**config.mk**
```make
export PLATFORM = sky130hd
export DESIGN_NAME = spinand_page_reader
export DESIGN_NICKNAME = d
export VERILOG_FILES = /design/src/rtl/spinand_page_reader.sv
export SDC_FILE = /design/constraint.sdc
export NUM_CORES = 1
export LEC_CHECK = 0
export ABC_AREA = 0
export BUFFER_PORTS_ARGS = -buffer_cell sky130_fd_sc_hd__buf_2
export CAP_MARGIN = 20
export CORE_AREA = 2 2 133 135
export DETAILED_ROUTE_END_ITERATION = 7
export DIE_AREA = 0 0 135 137
export GPL_TIMING_DRIVEN = 0
export PLACE_DENSITY = 0.72
export SYNTH_ARGS = -nofsm -noshare
export SYNTH_HDL_FRONTEND = slang
export SYNTH_SLANG_ARGS = --single-unit
```
**constraint.sdc**
```tcl
create_clock -name clk -period 7.8 [get_ports clk]
set_clock_uncertainty 0.15 [all_clocks]
set_input_delay 2.34 -clock clk [delete_from_list [all_inputs] [get_ports clk]]
set_output_delay 2.34 -clock clk [all_outputs]
set_load 0.02 [all_outputs]
```
**src/rtl/spinand_page_reader.sv**
```systemverilog
module spinand_page_reader #(
  parameter int POLL_GAP = 500,
  parameter int POLL_MAX = 100000,
  parameter int LEN_W    = 13,
  parameter int CNT_W    = 32
) (
  input  logic             clk,
  input  logic             rst_n,
  input  logic             start,
  input  logic [23:0]      req_row,
  input  logic [15:0]      req_col,
  input  logic [LEN_W-1:0] req_len,
  input  logic             req_raw,
  output logic             busy,
  output logic             done,
  output logic [1:0]       result,
  output logic [CNT_W-1:0] corr_cnt,
  output logic [CNT_W-1:0] fail_cnt,
  output logic             rd_valid,
  output logic [7:0]       rd_data,
  output logic             xfer_frame,
  output logic             xfer_req,
  output logic             xfer_dir,
  output logic [7:0]       xfer_wdata,
  input  logic             xfer_ack,
  input  logic [7:0]       xfer_rdata
);
  localparam int PW = $clog2(POLL_MAX + 1);
  localparam int GW = $clog2(POLL_GAP + 1);
  localparam logic [1:0] RES_OK = 2'd0, RES_TIMEOUT = 2'd1, RES_ECC = 2'd2;

  typedef enum logic [2:0] {S_IDLE, S_LOAD, S_STAT, S_WAIT, S_READ, S_GAP, S_FIN} st_t;

  st_t              st, nxt;
  logic [2:0]       idx;
  logic [LEN_W-1:0] rem;
  logic [23:0]      row;
  logic [15:0]      col;
  logic             raw, ecc_bad;
  logic [PW-1:0]    polls;
  logic [GW-1:0]    gcnt;
  logic             take;
  logic [2:0]       efield;

  assign xfer_frame = (st == S_LOAD) || (st == S_STAT) || (st == S_READ);
  assign xfer_req   = xfer_frame;
  assign xfer_dir   = ((st == S_STAT) && (idx == 3'd2)) || ((st == S_READ) && (idx == 3'd4));
  assign take       = xfer_req && xfer_ack;
  assign efield     = xfer_rdata[6:4];
  assign busy       = (st != S_IDLE);
  assign done       = (st == S_FIN);

  always_comb begin
    xfer_wdata = 8'h00;
    case (st)
      S_LOAD: case (idx)
                3'd0:    xfer_wdata = 8'h13;
                3'd1:    xfer_wdata = row[23:16];
                3'd2:    xfer_wdata = row[15:8];
                default: xfer_wdata = row[7:0];
              endcase
      S_STAT: xfer_wdata = (idx == 3'd0) ? 8'h0F : 8'hC0;
      S_READ: case (idx)
                3'd0:    xfer_wdata = 8'h03;
                3'd1:    xfer_wdata = 8'h00;
                3'd2:    xfer_wdata = col[15:8];
                default: xfer_wdata = col[7:0];
              endcase
      default: xfer_wdata = 8'h00;
    endcase
  end

  always_ff @(posedge clk or negedge rst_n) begin
    if (!rst_n) begin
      st       <= S_IDLE;
      nxt      <= S_IDLE;
      idx      <= '0;
      rem      <= '0;
      row      <= '0;
      col      <= '0;
      raw      <= 1'b0;
      ecc_bad  <= 1'b0;
      polls    <= '0;
      gcnt     <= '0;
      result   <= RES_OK;
      corr_cnt <= '0;
      fail_cnt <= '0;
      rd_valid <= 1'b0;
      rd_data  <= '0;
    end else begin
      rd_valid <= 1'b0;
      case (st)
        S_IDLE: if (start) begin
          row     <= req_row;
          col     <= req_col;
          rem     <= req_len;
          raw     <= req_raw;
          ecc_bad <= 1'b0;
          polls   <= '0;
          idx     <= '0;
          st      <= S_LOAD;
        end
        S_LOAD: if (take) begin
          if (idx == 3'd3) begin
            idx <= '0;
            st  <= S_GAP;
            nxt <= S_STAT;
          end else idx <= idx + 3'd1;
        end
        S_STAT: if (take) begin
          if (idx != 3'd2) idx <= idx + 3'd1;
          else begin
            idx <= '0;
            st  <= S_GAP;
            if (xfer_rdata[0]) begin
              if (polls == PW'(POLL_MAX - 1)) begin
                result <= RES_TIMEOUT;
                nxt    <= S_FIN;
              end else begin
                polls <= polls + 1'b1;
                gcnt  <= '0;
                nxt   <= S_WAIT;
              end
            end else begin
              nxt <= S_READ;
              if (!raw) begin
                if (efield == 3'b111) begin
                  fail_cnt <= fail_cnt + CNT_W'(1);
                  ecc_bad  <= 1'b1;
                end else
                  corr_cnt <= corr_cnt + CNT_W'(efield) + CNT_W'(2);
              end
            end
          end
        end
        S_WAIT: if (gcnt == GW'(POLL_GAP - 1)) st <= S_STAT;
                else gcnt <= gcnt + 1'b1;
        S_READ: if (take) begin
          if (idx == 3'd4) begin
            rd_valid <= 1'b1;
            rd_data  <= xfer_rdata;
            rem      <= rem - 1'b1;
            if (rem == LEN_W'(1)) begin
              st     <= S_GAP;
              nxt    <= S_FIN;
              result <= ecc_bad ? RES_ECC : RES_OK;
            end
          end else if ((idx == 3'd3) && (rem == '0)) begin
            st     <= S_GAP;
            nxt    <= S_FIN;
            result <= ecc_bad ? RES_ECC : RES_OK;
          end else idx <= idx + 3'd1;
        end
        S_GAP:   st <= nxt;
        S_FIN:   st <= S_IDLE;
        default: st <= S_IDLE;
      endcase
    end
  end

  AST_REQ_HOLD: assert property (@(posedge clk) disable iff (!rst_n)
    (xfer_req && !xfer_ack) |=> (xfer_req && $stable(xfer_dir) && $stable(xfer_wdata)));
  AST_IDLE_QUIET: assert property (@(posedge clk) disable iff (!rst_n)
    !busy |-> (!xfer_frame && !xfer_req && !rd_valid));
  AST_DONE_PULSE: assert property (@(posedge clk) disable iff (!rst_n)
    done |=> (!done && !busy));
  AST_RESULT_CODE: assert property (@(posedge clk) disable iff (!rst_n)
    done |-> (result != 2'd3));
  AST_FAIL_STEP: assert property (@(posedge clk) disable iff (!rst_n)
    (fail_cnt != $past(fail_cnt)) |-> (fail_cnt == $past(fail_cnt) + CNT_W'(1)));
  AST_CORR_STEP: assert property (@(posedge clk) disable iff (!rst_n)
    (corr_cnt != $past(corr_cnt)) |->
      ((corr_cnt - $past(corr_cnt) >= CNT_W'(2)) && (corr_cnt - $past(corr_cnt) <= CNT_W'(8))));
  AST_RAW_FROZEN: assert property (@(posedge clk) disable iff (!rst_n)
    (busy && raw) |=> ($stable(corr_cnt) && $stable(fail_cnt)));
  AST_DATA_IN_READ: assert property (@(posedge clk) disable iff (!rst_n)
    rd_valid |-> busy);
endmodule

```
==> PnR_summary.wiki, run 1 <==
{| class="wikitable"
! Metric !! Value
|-
| Static Leak || slightly below 5 nW
|-
| Clock Root Buffer || sky130_fd_sc_hd__clkbuf_16
|-
| Routed Antenna Nets || 0
|-
| Hold depth || 1
|-
| Total of max-cap violations || 0
|-
| Hold crit path type || flip-flop to flip-flop
|-
| Period utilization || 74.1%
|-
| Tmin final || ~5.8 ns
|-
| Largest net degree at the start of global routing || 114
|-
| Top-level I/O count || between 150 and 200
|-
| CTS buffer count || 17
|-
| Clock network fraction of total power || roughly 29%
|-
| Height of the chip || approximately 140 um
|-
| CTS clk-pin slew, worst paths || around 0.070 ns
|-
| Post-cts gate resize count || 0
|-
| Overflow left after global routing || 0
|-
| Combined area of the multi-input logic cells || approximately 4000 sq um
|-
| Register bit total from synthesis || 165
|-
| Total routed wirelength || roughly 21,000 um
|-
| Reg-to-reg setup timing slack || 4.72 ns
|-
| Setup slack after placement || 2.53 ns
|-
| Reg2reg path depth || 5
|-
| Placement Rows || 48
|-
| CP max stage delay || around 0.52 ns
|-
| F_max || 0.173 GHz
|-
| Kind of capture point of the worst setup path || output pin
|-
| Core region area || between 15,000 and 20,000 sq um
|-
| Setup bufs post-CTS || 0
|-
| RSZ-0062 raised after global routing || no
|-
| DRC violation count after routing || 0
|-
| Combinational Power Share || ~32%
|-
| Final hold violation count || 0
|-
| Post-synthesis sequential area ratio || approximately half
|-
| Setup violation total in the final timing report || 0
|-
| Slowest cell on crit path || sky130_fd_sc_hd__clkbuf_1
|-
| Horizontal die dimension || around 140 um
|-
| Mapped Cells || between 800 and 900
|-
| Worst Path Required || 5.31 ns
|-
| Worst-margin pin slew || about 0.92 ns
|-
| Signal arrival time at the worst endpoint || ~3.3 ns
|-
| Crit path max fanout || 10
|-
| Final estimated routing congestion in global placement || between 0.8 and 0.9
|-
| Switching Fraction || 37.3%
|-
| Count of fill cells added during filler insertion || about 1,500
|-
| Unique masters post-synth || 67
|-
| Pint || between 1.5 and 2 mW
|-
| Result of the run || finished, final reports clean
|-
| Proportion of register bits with asynchronous set or reset after synthesis || between 90% and 100%
|-
| Detailed-placement wirelength estimate || between 10,000 and 15,000 um
|-
| Worst VDD drop || 0.000212 V
|-
| Clock sink count || ~170
|-
| Die area || approximately 18,000 sq um
|-
| H-tree depth || 4
|-
| Latest clock arrival within the worst-skew pair || between 0.4 and 0.5 ns
|-
| Ordered list of cells on the worst path || inv_1, ha_1, clkbuf_1, nor2b_1, buf_1, clkbuf_1, a22o_1, o32ai_1, o22ai_1, buf_2
|-
| Critical path start-end classification || flip-flop to output pin
|-
| Slew Limit Headroom || between 30 and 40%
|-
| Yosys warning count || 0
|-
| Fraction of final layout cells sized beyond drive strength 1 || a little over a fifth
|-
| Initial cell density of the core || between 40% and 50%
|-
| Post-synth top flop || sky130_fd_sc_hd__dfrtp_1
|-
| Layout-stage area growth over the synthesis result || 20.3%
|-
| Detailed-router iteration count before antenna repair || 5
|-
| Number of global-route vias before repair || about 6,700
|-
| Total negative slack for setup checks || 0 ns
|-
| Count of hold-fix buffers inserted at cts || 0
|-
| Diodes inserted || 0
|-
| Via count || slightly above 7,000
|-
| Sequential share of power || about two fifths
|-
| EDFF count, synth || 0
|-
| Cell with the most instances on the worst path || sky130_fd_sc_hd__clkbuf_1
|-
| Avg Inst Size Synth || between 9 and 10 sq um
|-
| Antenna violations before repair || 0
|-
| Number of nets in the final layout || about 1,100
|-
| Buffer levels on the longest clock path || 2
|-
| Total area of sequential cells || roughly 4100 sq um
|-
| # port buffers || ~150
|-
| Cell Pwr Density || approximately 300 nW/um^2
|-
| R2R Path End || rd_data[1]
|-
| Average routed wire per standard cell || between 15 and 20 um
|-
| CTS tree || done
|-
| Netlist area before placement || 8390 sq um
|-
| 1st-iter DRT viols || slightly below 500
|-
| Launching element type of the critical path || flip-flop
|-
| Detail-routed via count per cell || approximately 5.5
|-
| Wire length of the first global-routing pass || approximately 34,000 um
|-
| Total count of max-transition violations in the final report || 0
|-
| Launch point of the worst hold path || fail_cnt[31]
|-
| Switching power summed over all nets || about 1.1 mW
|-
| Smallest setup slack after layout || roughly 2.0 ns
|-
| RR Startpoint || st[2]
|-
| Sink of the worst hold path || fail_cnt[31]
|-
| Number of nets in the synthesized netlist || 962
|-
| Overall routing resource usage || between 20% and 30%
|}
-- layout by cell type, fill, tap and decap left out, drive strengths merged, types with 29 or more instances in the layout --
master  netlist  layout
o21ai        41      41
buf           8     162
nand3        32      32
clkbuf       33      52
a21oi        29      29
xnor2        55      55
nor2         53      53
dfrtp       165     165
nand2       170     170
-- registers in the layout, indices dropped and copies added (netlist names) --
name,flops
col,16
corr_cnt,32
ecc_bad,1
fail_cnt,32
gcnt,9
idx,3
nxt,3
polls,17
raw,1
rd_data,8
rd_valid,1
rem,13
result,2
row,24
st,3
-- metal layers --
metal | share of wire (%) | up-vias | track usage (%) | routed length [um]
met4 | 2.2 | 0 | 7.12 | 443
met2 | 47 | 194 | 36.7 | 9710
met1 | 47 | 3406 | 31.8 | 9580
met5 | 0 | - | 0 | 0
li1 | - | 3433 | - | -
met3 | 4.1 | 35 | 4.59 | 846
-- per-stage QoR --
stage          util (%)  instance area [sq um]  std cells  total power [mW]  hold slack (ns)
3_5_place_dp       55.6                   9480       1256              2.19            0.307
5_1_grt            59.2                  10100       1288              3.26            0.339
4_1_cts            59.2                  10100       1288              3.07            0.317
6_report           59.2                  10100       1288              3.06            0.309
3_3_place_gp       55.3                   9430       1255              2.16            0.302
2_1_floorplan         -                   8390        877              1.88            0.289
-- critical path: cells and delay by family, from the launching register on --
family	cells	cell delay, ns
buffers and inverters	5	1.53
AO/OA/AOI/OAI	3	0.55
AND/OR/NAND/NOR	1	0.19
flip-flops	1	0.41
adder cells (fa/ha/maj)	1	0.17
-- cell families after synthesis --
family	share of synthesized area (%)
and+or+nand+nor	24.4
DFF	49.2
AOI/OAI and AO/OA	10.5
xor gates and xnor gates	7.41
buffers and inverters	2.91
muxes	2.61
adders and majority gates	2.92
-- cell type report --
type / count / share of cell area, %
buffer: 41 / 1.67
clock buffer: 19 / 4.49
clock inverter: 13 / 1.59
inverter: 20 / 0.744
multi-input combinational: 651 / 39.8
sequential: 165 / 40.9
tap: 225 / 2.79
timing repair buffer: 154 / 7.96
-- power groups by stage --
| stage | combinational (mW) | clock (mW) | sequential, mW |
|---|---|---|---|
| 2_1_floorplan | 0.686 | 0 | 1.19 |
| 3_3_place_gp | 0.956 | 0 | 1.21 |
| 3_5_place_dp | 0.977 | 0 | 1.21 |
| 4_1_cts | 0.986 | 0.884 | 1.20 |
| 5_1_grt | 1.11 | 0.919 | 1.23 |
| 6_report | 0.987 | 0.875 | 1.20 |
-- synthesized netlist by cell type, drive strengths merged, types with 9 or more instances --
| cell | count | area, sq um |
|---|---|---|
| and3 | 24 | 150 |
| nand2 | 170 | 638 |
| dfrtp | 165 | 4130 |
| nand4 | 27 | 169 |
| o22ai | 9 | 56.3 |
| nand3 | 32 | 160 |
| clkbuf | 33 | 124 |
| xnor2 | 55 | 482 |
| o21ai | 41 | 205 |
| nor2 | 53 | 199 |
| nor3 | 17 | 108 |
| and4 | 11 | 96.3 |
| inv | 20 | 75.1 |
| a22oi | 9 | 67.6 |
| ha | 18 | 225 |
| mux2 | 15 | 169 |
| xor2 | 16 | 140 |
| a21oi | 29 | 145 |
-- worst max path at each step --
stage | start | cells after the start | end
finish | idx[0] | 10 | xfer_wdata[4]
global route | idx[0] | 10 | xfer_wdata[4]
CTS | idx[0] | 10 | xfer_wdata[4]
detailed placement | idx[0] | 10 | xfer_wdata[4]
global placement | rst_n | 1 | rem[6]
floorplan | idx[0] | 9 | xfer_wdata[2]
No activity file was read; power rests on OpenSTA's default activity.
==> run 2: changes to the inputs <==
--- a/config.mk
+++ b/config.mk
@@ -12,7 +12,7 @@
 export DETAILED_ROUTE_END_ITERATION = 7
 export DIE_AREA = 0 0 135 137
 export GPL_TIMING_DRIVEN = 0
-export PLACE_DENSITY = 0.72
+export PLACE_DENSITY = 0.75
 export SYNTH_ARGS = -nofsm -noshare
 export SYNTH_HDL_FRONTEND = slang
 export SYNTH_SLANG_ARGS = --single-unit
==> constraint.sdc (replaced) <==
create_clock -name clk -period 5.15 [get_ports clk]
set_clock_uncertainty 0.15 [all_clocks]
set_input_delay 1.545 -clock clk [delete_from_list [all_inputs] [get_ports clk]]
set_output_delay 1.545 -clock clk [all_outputs]
set_load 0.02 [all_outputs]
==> PnR_summary.wiki, run 2 (synthesized netlist as in run 1, its figures left out) <==
{| class="wikitable"
! Metric !! Value
|-
| Result of the run || finished, final reports clean
|-
| Post-place instance area || 9480 sq um (unchanged)
|-
| Routed Antenna Nets || 0 (unchanged)
|-
| Total routed wirelength || 20,700 um (+0.55%)
|-
| RR Startpoint || st[2]
|-
| Hold crit path type || flip-flop to flip-flop
|-
| Clock Root Buffer || sky130_fd_sc_hd__clkbuf_16
|-
| Wire length of the first global-routing pass || 33,900 um (+0.41%)
|-
| CTS buffer count || 17 (unchanged)
|-
| Number of nets in the final layout || 1,135 (unchanged)
|-
| Layout-stage area growth over the synthesis result || 20.4% (about the same)
|-
| Post-layout instance area || 10,100 sq um (about the same)
|-
| Buffer levels on the longest clock path || 2 (unchanged)
|-
| Count of fill cells added during filler insertion || 1,516 (+0.53%)
|-
| F_max || 0.209 GHz
|-
| Placed cell count || 1,256 (unchanged)
|-
| CTS clk-pin slew, worst paths || 0.07 ns (about the same)
|-
| H-tree depth || 4 (unchanged)
|-
| Initial cell density of the core || 49.2% (unchanged)
|-
| Post-cts gate resize count || 0 (unchanged)
|-
| Launching element type of the critical path || flip-flop
|-
| Total count of max-transition violations in the final report || 0 (unchanged)
|-
| Detailed-placement wirelength estimate || 14,800 um (+0.88%)
|-
| Top-level I/O count || 154 (unchanged)
|-
| Power consumption || 4.65 mW (+52%)
|-
| Slew Limit Headroom || 28.1% (-10 points)
|-
| Worst VDD drop || 0.000361 V (+71%)
|-
| CTS tree || done
|-
| Placement Rows || 48 (unchanged)
|-
| Horizontal die dimension || 135 um (unchanged)
|-
| Core region area || 17,100 sq um (unchanged)
|-
| Critical path start-end classification || flip-flop to output pin
|-
| Smallest setup slack after layout || 0.369 ns (-1.65 ns)
|-
| Setup violation total in the final timing report || 0 (unchanged)
|-
| RSZ-0062 raised after global routing || no
|-
| Period utilization || 92.8%
|-
| # port buffers || 153 (unchanged)
|-
| Final hold violation count || 0 (unchanged)
|-
| Overflow left after global routing || 0 (unchanged)
|-
| Worst-margin pin slew || 1.07 ns (+0.156 ns)
|-
| Latest clock arrival within the worst-skew pair || 0.43 ns (about the same)
|-
| Tmin final || 4.78 ns
|-
| Cell Pwr Density || 460 nW/um^2 (+52%)
|-
| Signal arrival time at the worst endpoint || 3.09 ns (-0.20 ns)
|-
| Total of max-cap violations || 0 (unchanged)
|-
| Detailed-router iteration count before antenna repair || 5 (unchanged)
|-
| Hold WS || 0.310 ns (+0.000610 ns)
|-
| Die area || 18,500 sq um (unchanged)
|-
| Count of hold-fix buffers inserted at cts || 0 (unchanged)
|-
| Leading cell type in the layout, fill and taps excluded || sky130_fd_sc_hd__nand2_1
|-
| Largest net degree at the start of global routing || 108 (-5.3%)
|-
| Detail-routed via count per cell || 5.52 (+0.65%)
|-
| Height of the chip || 137 um (unchanged)
|-
| Antenna violations before repair || 0 (unchanged)
|-
| Number of global-route vias before repair || 6,731 (+0.39%)
|-
| Overall routing resource usage || 23.2% (+0.21 points)
|-
| Static Leak || 4.96 nW (about the same)
|-
| Top Registers || corr_cnt (32), fail_cnt (32), row (24)
|-
| Final estimated routing congestion in global placement || 0.859 (-0.67%)
|-
| Kind of capture point of the worst setup path || output pin
|-
| Crit path max fanout || 10 (unchanged)
|-
| DRC violation count after routing || 0 (unchanged)
|-
| Commonest cells after routing, fill and taps aside || sky130_fd_sc_hd__nand2_1 (170), sky130_fd_sc_hd__dfrtp_1 (165), sky130_fd_sc_hd__buf_2 (155)
|-
| Setup bufs post-CTS || 0 (unchanged)
|-
| Setup slack after placement || 0.649 ns (-1.88 ns)
|-
| Launch point of the worst hold path || fail_cnt[31]
|-
| Worst Path Required || 3.46 ns (-1.85 ns)
|-
| Setup crit start || idx[0]
|-
| Clock sink count || 165 (unchanged)
|-
| Average routed wire per standard cell || 16.1 um (+0.55%)
|-
| Filler-free cell count of the finished design || 1,288 (unchanged)
|-
| Diodes inserted || 0 (unchanged)
|-
| Via count || 7,114 (+0.65%)
|-
| 1st-iter DRT viols || 547 (+12%)
|-
| Fraction of final layout cells sized beyond drive strength 1 || 21.2% (+0.19 points)
|}
run 2: cell types whose count changed in the layout (fill, tap and decap cells not counted), sizes merged:
| cell | change |
|---|---|
| clkinvlp | +1 |
| clkinv | +3 |
| clkbuf | -2 |
| inv | -2 |
run 2: path summary, 6_finish.rpt:
kind / endpoint / slack, ns / cells after the start
max: xfer_wdata[1] / 0.37 / 10
min: fail_cnt[31] / 0.31 / 1
max reg2reg: rd_data[5] / 2.02 / 5
min reg2reg: fail_cnt[31] / 0.31 / 1
max in group asynchronous: idx[2] / 3.09 / 2
min in group asynchronous: fail_cnt[13] / 0.88 / 1
run 2: stage by stage:
step / setup TNS, ns / utilization [%]
6_report: 0 / 59.2
4_1_cts: 0 / 59.2
5_1_grt: 0 / 59.2
3_5_place_dp: 0 / 55.6
2_1_floorplan: 0 / -
3_3_place_gp: -29.50 / 55.3
run 2: where the power goes:
| group | switching [mW] | internal [mW] | total (mW) |
|---|---|---|---|
| clock | 0.585 | 0.735 | 1.32 |
| sequential | 0.226 | 1.60 | 1.82 |
| combinational | 0.950 | 0.553 | 1.50 |
run 2: worst max-delay path, cell delays in order (launching register included):
cell and delay [ns]:
sky130_fd_sc_hd__dfrtp_1 0.42, sky130_fd_sc_hd__inv_1 0.11, sky130_fd_sc_hd__ha_1 0.17, sky130_fd_sc_hd__clkbuf_2 0.25
sky130_fd_sc_hd__nor2b_1 0.17, sky130_fd_sc_hd__buf_1 0.32, sky130_fd_sc_hd__nor2_1 0.16, sky130_fd_sc_hd__or2_2 0.33
sky130_fd_sc_hd__a221oi_1 0.30, sky130_fd_sc_hd__o21ai_0 0.22, sky130_fd_sc_hd__buf_2 0.20
run 2: cell type report:
class / count / area (sq um) / area share [%]
buffer: 41 / 171 / 1.70
clock buffer: 17 / 425 / 4.21
clock inverter: 15 / 191 / 1.90
inverter: 20 / 75.1 / 0.743
multi-input combinational: 651 / 4020 / 39.8
sequential: 165 / 4130 / 40.9
tap: 225 / 282 / 2.79
timing repair buffer: 154 / 803 / 7.96
run 2: metal layers:
metal	vias up	GRT usage (%)	share of wire (%)
li1	3431	-	-
met1	3437	31.9	45
met2	214	37.4	48
met3	32	4.07	4.7
met4	0	7.64	2.2
met5	-	0	0
==> run 3: changes to the inputs <==
--- a/config.mk
+++ b/config.mk
@@ -8,11 +8,11 @@
 export ABC_AREA = 0
 export BUFFER_PORTS_ARGS = -buffer_cell sky130_fd_sc_hd__buf_2
 export CAP_MARGIN = 20
-export CORE_AREA = 2 2 133 135
+export CORE_AREA = 2 2 95 189
 export DETAILED_ROUTE_END_ITERATION = 7
-export DIE_AREA = 0 0 135 137
+export DIE_AREA = 0 0 97 191
 export GPL_TIMING_DRIVEN = 0
-export PLACE_DENSITY = 0.75
+export PLACE_DENSITY = 0.74
 export SYNTH_ARGS = -nofsm -noshare
 export SYNTH_HDL_FRONTEND = slang
 export SYNTH_SLANG_ARGS = --single-unit
==> PnR_summary.wiki, run 3 (synthesized netlist as in run 1, its figures left out) <==
{| class="wikitable"
! Metric !! Value
|-
| Worst-margin pin slew || 0.893 ns (-0.181 ns)
|-
| Average routed wire per standard cell || 15.9 um (-0.95%)
|-
| Height of the chip || 191 um (+39%)
|-
| Period utilization || 94.3% (+1.5 points)
|-
| Placed cell count || 1,242 (-1.1%)
|-
| Number of nets in the final layout || 1,136 (+0.088%)
|-
| Worst Path Required || 3.46 ns (about the same)
|-
| Total negative slack for setup checks || 0 ns (unchanged)
|-
| Via count || 7,166 (+0.73%)
|-
| Detailed-router iteration count before antenna repair || 5 (unchanged)
|-
| Placement Rows || 68 (+42%)
|-
| Kind of capture point of the worst setup path || output pin
|-
| Horizontal die dimension || 97 um (-28%)
|-
| Setup violation total in the final timing report || 0 (unchanged)
|-
| H-tree depth || 4 (unchanged)
|-
| Largest net degree at the start of global routing || 117 (+8.3%)
|-
| Hold crit path type || flip-flop to flip-flop
|-
| Static Leak || 4.95 nW (-0.20%)
|-
| Die area || 18,500 sq um (+0.17%)
|-
| Clock network fraction of total power || 28.4% (about the same)
|-
| Cell Pwr Density || 459 nW/um^2 (-0.32%)
|-
| CTS tree || done
|-
| Clock Root Buffer || sky130_fd_sc_hd__clkbuf_16
|-
| DRC violation count after routing || 0 (unchanged)
|-
| Total count of max-transition violations in the final report || 0 (unchanged)
|-
| Initial cell density of the core || 49.0% (-0.13 points)
|-
| Top-level I/O count || 154 (unchanged)
|-
| Layout-stage area growth over the synthesis result || 20.1%
|-
| Diodes inserted || 0 (unchanged)
|-
| Latest clock arrival within the worst-skew pair || 0.43 ns (about the same)
|-
| Core region area || 17,100 sq um (+0.26%)
|-
| Signal arrival time at the worst endpoint || 3.16 ns (+0.07 ns)
|-
| Sequential share of power || 39.5% (+0.3 points)
|-
| Antenna violations before repair || 0 (unchanged)
|-
| 1st-iter DRT viols || 460 (-16%)
|-
| Clock sink count || 165 (unchanged)
|-
| Post-cts gate resize count || 0 (unchanged)
|-
| Overflow left after global routing || 0 (unchanged)
|-
| Tmin final || 4.86 ns (+0.0747 ns)
|-
| Wire length of the first global-routing pass || 33,500 um (-1.2%)
|-
| Result of the run || finished, final reports clean
|-
| Launching element type of the critical path || flip-flop
|-
| Leading cell type in the layout, fill and taps excluded || sky130_fd_sc_hd__nand2_1
|-
| Final hold violation count || 0 (unchanged)
|-
| Combinational Power Share || 32.1% (-0.3 points)
|-
| Pint || 2.94 mW (+1.8%)
|-
| Top Registers || corr_cnt (32), fail_cnt (32), row (24)
|-
| F_max || 0.206 GHz (-1.5%)
|-
| Switching power summed over all nets || 1.68 mW (-4.4%)
|-
| Power consumption || 4.62 mW (-0.56%)
|-
| CTS clk-pin slew, worst paths || 0.06 ns (about the same)
|-
| Detail-routed via count per cell || 5.63 (+2.0%)
|-
| Count of hold-fix buffers inserted at cts || 0 (unchanged)
|-
| Smallest setup slack after layout || 0.294 ns (-0.0747 ns)
|-
| Final estimated routing congestion in global placement || 0.859 (about the same)
|-
| Buffer levels on the longest clock path || 2 (unchanged)
|-
| Number of global-route vias before repair || 6,902 (+2.5%)
|-
| Filler-free cell count of the finished design || 1,272 (-1.2%)
|-
| Setup bufs post-CTS || 0 (unchanged)
|-
| Total of max-cap violations || 0 (unchanged)
|-
| Detailed-placement wirelength estimate || 14,600 um (-1.4%)
|-
| RSZ-0062 raised after global routing || no
|-
| Worst VDD drop || 0.000364 V (+0.93%)
|-
| CTS buffer count || 17 (unchanged)
|-
| Crit path max fanout || 10 (unchanged)
|-
| Hold WS || 0.314 ns (+0.00391 ns)
|-
| Routed Antenna Nets || 0 (unchanged)
|-
| # port buffers || 153 (unchanged)
|-
| Overall routing resource usage || 22.1% (-1.1 points)
|-
| Slew Limit Headroom || 40.3% (+12 points)
|-
| Critical path start-end classification || flip-flop to output pin
|-
| Switching Fraction || 36.4% (-1.5 points)
|-
| Setup slack after placement || 0.779 ns (+0.131 ns)
|-
| Total routed wirelength || 20,300 um (-2.2%)
|-
| Fraction of final layout cells sized beyond drive strength 1 || 20.8% (-0.36 points)
|-
| Commonest cells after routing, fill and taps aside || sky130_fd_sc_hd__nand2_1 (170), sky130_fd_sc_hd__dfrtp_1 (165), sky130_fd_sc_hd__buf_2 (155)
|}
## run 3: changes by cell type in the layout (fill, tap and decap cells not counted)
cell,previous run,this run
sky130_fd_sc_hd__clkbuf_2,2,0
sky130_fd_sc_hd__inv_6,4,3
sky130_fd_sc_hd__clkbuf_1,31,34
sky130_fd_sc_hd__clkinv_2,1,0
sky130_fd_sc_hd__clkbuf_8,0,2
sky130_fd_sc_hd__clkinv_4,1,0
sky130_fd_sc_hd__bufinv_16,2,3
sky130_fd_sc_hd__buf_6,1,2
sky130_fd_sc_hd__clkinvlp_4,3,4
sky130_fd_sc_hd__inv_8,1,0
sky130_fd_sc_hd__clkinv_8,3,0
## run 3: final timing paths
kind	startpoint	slack, ns	endpoint	cells after the start
hold / removal	fail_cnt[31]	0.31	fail_cnt[31]	1
setup / recovery	idx[0]	0.29	xfer_wdata[4]	10
max in group asynchronous	rst_n	3.08	polls[12]	2
hold reg to reg	fail_cnt[31]	0.31	fail_cnt[31]	1
min in group asynchronous	rst_n	0.86	fail_cnt[20]	1
setup reg to reg	st[2]	2.29	rd_data[7]	6
## run 3: final cells by class
type,instances,area [sq um]
fillers,1489,7030
flip-flops and latches,165,4130
multi-input cells,651,4020
repair buffers,155,815
clock buffers,20,457
well taps,210,263
plain buffers,41,169
clock inverters,10,146
inverters,20,75.1
## run 3: power by group through the flow
stage	logic, mW	registers [mW]	clock network [mW]
after floorplan	1.04	1.81	0
after global placement	1.42	1.83	0
after detailed placement	1.47	1.84	0
after CTS	1.48	1.82	1.34
after global routing	1.66	1.86	1.39
final	1.49	1.82	1.31
## run 3: layer usage
metal | vias to the layer above | track usage (%) | share of wire [%]
li1 | 3440 | - | -
met1 | 3447 | 29.8 | 45
met2 | 251 | 35.2 | 47
met3 | 28 | 4.83 | 6.2
met4 | 0 | 7.91 | 1.9
met5 | - | 0 | 0
## run 3: critical path, cell delays in order, from the launching register on
cell,delay (ns)
sky130_fd_sc_hd__dfrtp_1,0.42
sky130_fd_sc_hd__inv_1,0.12
sky130_fd_sc_hd__ha_1,0.17
sky130_fd_sc_hd__clkbuf_1,0.36
sky130_fd_sc_hd__nor2b_1,0.18
sky130_fd_sc_hd__buf_1,0.30
sky130_fd_sc_hd__clkbuf_1,0.48
sky130_fd_sc_hd__a22o_1,0.26
sky130_fd_sc_hd__o32ai_1,0.10
sky130_fd_sc_hd__o22ai_1,0.15
sky130_fd_sc_hd__buf_2,0.20
## run 3: metrics by stage
stage,area [sq um],util [%]
6_report,10100,58.9
3_3_place_gp,9420,55.1
4_1_cts,10100,58.9
3_5_place_dp,9470,55.4
5_1_grt,10100,58.9
2_1_floorplan,8390,-
